### src/rtl/pc_next_pkg.sv
package pc_next_pkg;
  localparam int XLEN = 32;
  localparam int OPW = 6;
  localparam logic [XLEN-1:0] RESET_VEC = 32'h0040_0000;
  localparam logic [OPW-1:0] OP_SPECIAL = 6'd0;
  localparam logic [OPW-1:0] OP_JUMP = 6'd2;
  localparam logic [OPW-1:0] OP_CALL = 6'd3;
  localparam logic [OPW-1:0] OP_BREQ = 6'd4;
  localparam logic [OPW-1:0] OP_BRNE = 6'd5;
  localparam logic [5:0] FN_JREG = 6'd8;
  localparam logic [4:0] LINK_REG = 5'd31;

  typedef enum logic [1:0] {SEL_SEQ, SEL_BRANCH, SEL_JUMP, SEL_REG} nextSel_e;

  typedef struct packed {
    nextSel_e sel;
    logic     load;
    logic     link;
  } pcCtrl_t;
endpackage

### src/rtl/pc_next_ctrl.sv
module pc_next_ctrl
  import pc_next_pkg::*;
(
  input  logic [31:0] instr,
  input  logic        eqFlag,
  input  logic        stall,
  output pcCtrl_t     ctrl
);
  logic [OPW-1:0] opcode;
  logic [5:0]     funct;

  assign opcode = instr[31:26];
  assign funct  = instr[5:0];

  always_comb begin
    ctrl.sel  = SEL_SEQ;
    ctrl.load = ~stall;
    ctrl.link = 1'b0;
    unique case (opcode)
      OP_JUMP: ctrl.sel = SEL_JUMP;
      OP_CALL: begin
        ctrl.sel  = SEL_JUMP;
        ctrl.link = ~stall;
      end
      OP_BREQ: if (eqFlag) ctrl.sel = SEL_BRANCH;
      OP_BRNE: if (!eqFlag) ctrl.sel = SEL_BRANCH;
      OP_SPECIAL: if (funct == FN_JREG) ctrl.sel = SEL_REG;
      default: ctrl.sel = SEL_SEQ;
    endcase
  end
endmodule

### src/rtl/pc_next_dp.sv
module pc_next_dp
  import pc_next_pkg::*;
#(
  parameter int W = XLEN,
  parameter logic [W-1:0] RST_PC = RESET_VEC
) (
  input  logic         clk,
  input  logic         rstN,
  input  pcCtrl_t      ctrl,
  input  logic [31:0]  instr,
  input  logic [W-1:0] regVal,
  output logic [W-1:0] pc,
  output logic [W-1:0] pcPlus4
);
  localparam int OFFW = 16;
  localparam int JW = 26;
  localparam int HIW = W - JW - 2;

  logic [W-1:0] branchTgt, jumpTgt, nextPc;
  logic [W-1:0] offExt;

  assign pcPlus4   = pc + W'(4);
  assign offExt    = {{(W-OFFW-2){instr[OFFW-1]}}, instr[OFFW-1:0], 2'b00};
  assign branchTgt = pcPlus4 + offExt;
  assign jumpTgt   = {pcPlus4[W-1 -: HIW], instr[JW-1:0], 2'b00};

  always_comb begin
    unique case (ctrl.sel)
      SEL_BRANCH: nextPc = branchTgt;
      SEL_JUMP:   nextPc = jumpTgt;
      SEL_REG:    nextPc = regVal;
      default:    nextPc = pcPlus4;
    endcase
  end

  always_ff @(posedge clk) begin
    if (!rstN) pc <= RST_PC;
    else if (ctrl.load) pc <= nextPc;
  end
endmodule

### src/rtl/pc_next_unit.sv
module pc_next_unit
  import pc_next_pkg::*;
(
  input  logic        clk,
  input  logic        rstN,
  input  logic        stall,
  input  logic [31:0] instr,
  input  logic [31:0] regVal,
  input  logic        eqFlag,
  output logic [31:0] pcOut,
  output logic        linkWe,
  output logic [4:0]  linkAddr,
  output logic [31:0] linkData
);
  pcCtrl_t ctrl;
  logic [31:0] pcPlus4;

  pc_next_ctrl u_ctrl (
    .instr(instr), .eqFlag(eqFlag), .stall(stall), .ctrl(ctrl)
  );

  pc_next_dp u_dp (
    .clk(clk), .rstN(rstN), .ctrl(ctrl), .instr(instr), .regVal(regVal),
    .pc(pcOut), .pcPlus4(pcPlus4)
  );

  assign linkWe   = ctrl.link & rstN;
  assign linkAddr = LINK_REG;
  assign linkData = pcPlus4;
endmodule

### config.mk
export PLATFORM = sky130hd
export DESIGN_NAME = pc_next_unit
export DESIGN_NICKNAME = d
export VERILOG_FILES = /design/src/rtl/pc_next_pkg.sv /design/src/rtl/pc_next_ctrl.sv /design/src/rtl/pc_next_dp.sv /design/src/rtl/pc_next_unit.sv
export SDC_FILE = /design/constraint.sdc
export NUM_CORES = 1
export LEC_CHECK = 0
export CAP_MARGIN = 20
export CORE_MARGIN = 4
export CORE_UTILIZATION = 40
export CTS_CLUSTER_SIZE = 10
export DETAILED_ROUTE_END_ITERATION = 16
export DONT_BUFFER_PORTS = 1
export PLACE_DENSITY = 0.61
export SLEW_MARGIN = 40
export SYNTH_ARGS = -nofsm -noshare
export SYNTH_HDL_FRONTEND = slang
export SYNTH_SLANG_ARGS = --single-unit
### constraint.sdc
create_clock -name clk -period 6.5 [get_ports clk]
set_input_delay 0.975 -clock clk [delete_from_list [all_inputs] [get_ports clk]]
set_output_delay 0.975 -clock clk [all_outputs]
set_load 0.01 [all_outputs]
Word-level counts from Yosys, hierarchy flattened
Cells that the tools add are included.

storage, ports and cells
  bits in registers = 32
  bits in latches = 0
  memory bits (writable) = 0
  ROM bits = 0
  input port bits = 68
  output and inout port bits = 70
  logic and storage cells = 21
  memories = 0

cells by class
  $add $sub $neg = 2
  multiply operators = 0
  divide/modulo/power cells = 0
  order comparisons = 0
  equality and inequality tests = 8
  shift operators = 0
  mux-type cells = 6
  bitwise operators = 2
  reduce and logical (&&, ||, !) cells = 2

operator list
  operator                                                          number
  32-bit case mux with 3 select lines                               1
  32-bit by 3-bit adder with 32-bit output (second input constant)  1
  32-bit adder                                                      1
  6-bit by 2-bit == test with 1-bit output (second input constant)  2
  6-bit by 3-bit == test with 1-bit output (second input constant)  2
  2-bit case mux with 4 select lines                                1
  6-bit by 4-bit == test with 1-bit output (second input constant)  1
  6-bit zero test                                                   1
  2-bit == test (second input constant)                             2
  1-bit 2-to-1 mux                                                  3
  2-bit by 1-bit == test with 1-bit output (second input constant)  1
  2-bit 2-to-1 mux                                                  1
  2-bit OR reduction                                                1
  1-bit bitwise AND                                                 1
  1-bit inverter                                                    1

Logic depth before layout (Yosys ltp)
  word-level depth = 5
  depth in mapped cells = 16
  depth with buffers taken out = 15

Cells and area by module
A second synthesis with hierarchy kept.

second synthesis, totals
  cells, all modules = 546
  area total of the unflattened synthesis = 4,295.4 µm²

by module, submodules not included
  module        instances  cells each  area each (µm²)  seq. area each (µm²)
  pc_next_dp    1          526         4,147.7          640.6
  pc_next_ctrl  1          13          100.1            0.0
  pc_next_unit  1          7           47.5             0.0

Least setup slack after synthesis
OpenSTA, ideal clock, no wires.

  path type = register to register
  start point = register u_dp.pc[7]
  end point = register u_dp.pc[26]
  library setup time = 0.132 ns
  arrival time = 3.441 ns
  data required time = 6.368 ns
  slack = 2.927 ns
  stages on the path, launching flop included = 15
  buffers on the path = 1
  clock period less this slack = 3.573 ns
  path through = dfxtp_1 and4_2 nand4_1 nor2_1 nand3_1 xnor2_1 ha_1 clkbuf_1 a21o_1 a211o_1 nor3_1 o311ai_2 and4_1 o221ai_1 a21oi_1

between the ends
  word-level cells in the longest chain between the ends = 3

ends and longest elaborated chain
  item                                      RTL line            RTL
  from (decl)                               pc_next_dp.sv:12    output logic [W-1:0] pc,
  from (signal assigned)                    pc_next_dp.sv:38    else if (ctrl.load) pc <= nextPc;
  32-bit by 3-bit adder with 32-bit output  pc_next_dp.sv:22    assign pcPlus4 = pc + W'(4);
  net linkData[23]                          pc_next_unit.sv:13  output logic [31:0] linkData
  32-bit adder                              pc_next_dp.sv:24    assign branchTgt = pcPlus4 + offExt;
  32-bit case mux with 3 select lines       pc_next_dp.sv:28    unique case (ctrl.sel)

The timed path passes the listed nets, and every way through them passes these cells.
A chain may end at the register's enable or synchronous reset.

Worst setup path after layout
Same ends and word-level chain as after synthesis.

==> results.ini <==
[floorplan]
die_w_um = 111.6
dieArea_sq_um = 12450
die-height_um = 111.6
num_io_pins = 138
fp.coreArea_sq_um = 10370
start_util_pct = 41.40
num_rows = 37

[placement]
io_buffer_count = 0
dp_hpwl_um = 12130
preCtsSetupSlack_ps = 2282
place_congestion = 0.9315

[detailed_routing]
viasPerCell = 6.563
via_count = 4653
wl_per_cell_um = 22.95
wl_um = 16270
drc_errors = 0
drtIter0Drc = 293
first_pass_iters = 5
detail-route-antenna-nets = 0

[job]
max_cap_viol_count = 0

[global_routing]
grt_overflow = 0
grt_max_degree = 42
antenna_found_initial = 0
grt_pass1_wl_um = 25410
grt.total_usage_pct = 25.15
grt_pass1_vias = 4668

[clock_network]
hold_buffers = 0
cts_root_buf = clkbuf_8
cts.reportedPaths.clkPinSlew_ps = 90
clockBufferDepth = 2
clkSinkCount = 32
cts-buffers-inserted = 5
cts_tree = built
worst_skew_pair.late_latency_ps = 300
htreeDepth = 2
post_cts_buffers = 0
cts_resized = 0

[cells_and_area]
fillers = 1123
diodes = 0
fin_nets = 675
syn2layout_area_growth_pct = 3.381
final_common_cell = nor2_1
largestRegisters = u_dp.pc x32
final_cell_mix = nor2_1, nand2_1, a21oi_1
drive_gt1_share_pct = 6.981
largest_reg_flops = 32
finalCoreUtilization_pct = 42.80
max_flop_register = u_dp.pc

[sta]
fin_ws_ps = 2232
fmax_ghz = 0.2343
period_needed_ps = 4268
setup_violations = 0
report.final.slew_viol_count = 0
hold_ws_ps = 556.1
max_slew_margin_pct = 58.18
rsz0062_at_grt = false
fin_crit_sh_pct = 65.66
finClkSkew_ps = 7.988
max_slew.worst_pin.slew_ps = 622.8
setup_tns_ps = 0
finalHoldViolCount = 0

[synth]
synth_warnings = 0
synth_adder_area_share_pct = 10.38
synthMuxAreaShare_pct = 0.9618
ys_ff_latch = 32
syn_inst = 596
yosys.area_share.simple_pct = 25.68
yosysTopAreaCellShare_pct = 14.92
synth.area.top_cells = dfxtp_1, ha_1, xnor2_1
syn_avg_cell_area_sq_um = 7.203
async_reset_ff_share_pct = 0
ys_seq_area_share_pct = 14.92
synth_edf_count = 0
synth_xor_area_share_pct = 9.968
yosysUniqueCellTypes = 80
syn_area_sq_um = 4293
synth_top_family_by_area = compound AO/OA/AOI/OAI gates
synth_compound_area_share_pct = 32.32
synthFlopType = dfxtp_1
yosysTopAreaCell = dfxtp_1

[power]
p_leak_nw = 1.736
p_per_area_nw_per_um2 = 137.1
ir_drop_uv = 74.20
finalPower_mw = 0.6083

[setup_path]
cp_cell_sequence = and4_2, nand4_1, nor2_1, nand3_1, xnor2_1, ha_1, a21o_1, a211o_1, nor3_1, o311ai_2, and4_1, o221ai_1, a21oi_1
critPathMaxFanout = 8
critPathArrivalTime_ps = 4440
setup.worst_path.start = u_dp.pc[7]
start_kind = flip-flop
critPathTopFamily = simple AND/OR/NAND/NOR gates
cp_slowest_stage_delay_ps = 550
cp.required_ps = 6670
worstSetupEndpointType = flip-flop
crit_type = reg -> reg
critPathBufInv = 0
timing.rr.start = u_dp.pc[7]
cp_slowest_cell = dfxtp_1

[outcome]
run_status = complete, no violations

[worst_hold_path]
worstHoldStart = u_dp.pc[3]
hold_path_class = reg -> reg

==> tightest hold or removal path: stages, from the launching register on <==
cell	delay [ps]
dfxtp_1	370
nand2_1	90
a21oi_1	50
==> worst paths after layout <==
path / end / slack (ps) / depth (start not counted)
worst min register to register: u_dp.pc[3] / 560 / 2
worst max-delay path: u_dp.pc[26] / 2230 / 13
worst min-delay path: u_dp.pc[3] / 560 / 2
worst max register to register: u_dp.pc[26] / 2230 / 13
==> per-stage QoR <==
stage	instances	cell area, sq um
final	709	4438
after global routing	709	4438
after CTS	709	4436
after detailed placement	701	4328
after global placement	701	4317
after floorplan	600	4308
==> cells by family after synthesis <==
group	after synthesis
AOI/OAI and AO/OA	201
xor gates and xnor gates	48
adders and majority gates	35
buffers and inverters	54
DFF	32
muxes	4
other	1
and+or+nand+nor	221
==> synth_stat cells, drive strengths merged (8+ instances only) <==
| cell | count |
|---|---|
| nand2 | 52 |
| and3 | 9 |
| xor2 | 16 |
| xnor2 | 32 |
| and4 | 8 |
| ha | 34 |
| inv | 16 |
| o221ai | 10 |
| buf | 14 |
| clkbuf | 24 |
| nor3 | 15 |
| nand3 | 30 |
| nor2 | 66 |
| o22ai | 13 |
| a31oi | 16 |
| nand4 | 10 |
| o211ai | 10 |
| a21o | 16 |
| dfxtp | 32 |
| o21ai | 28 |
| a21oi | 49 |
==> layer usage <==
metal | share of wire [%] | up-vias | GRT usage [%] | wire, um
met5 | 0 | - | 0 | 0
li1 | - | 2198 | - | -
met2 | 46 | 215 | 41.98 | 7555
met4 | 2.1 | 0 | 7.867 | 334
met3 | 11 | 23 | 9.728 | 1772
met1 | 41 | 2217 | 29.84 | 6610
==> power by group <==
group	switching (mW)	internal (mW)
clock	0.0946	0.114
sequential	0.0178	0.203
combinational	0.108	0.0702
total	0.221	0.388
==> area by class of cell <==
class	count	area, sq um	share of cell area [%]
Multi-Input combinational cell	514	3437	77.45
Sequential cell	32	640.6	14.43
Tap cell	136	170.2	3.834
Clock buffer	6	72.57	1.635
Inverter	16	60.06	1.353
Clock inverter	2	35.03	0.7894
Timing Repair Buffer	3	22.52	0.5075
Power figures use the tool's default switching activity.
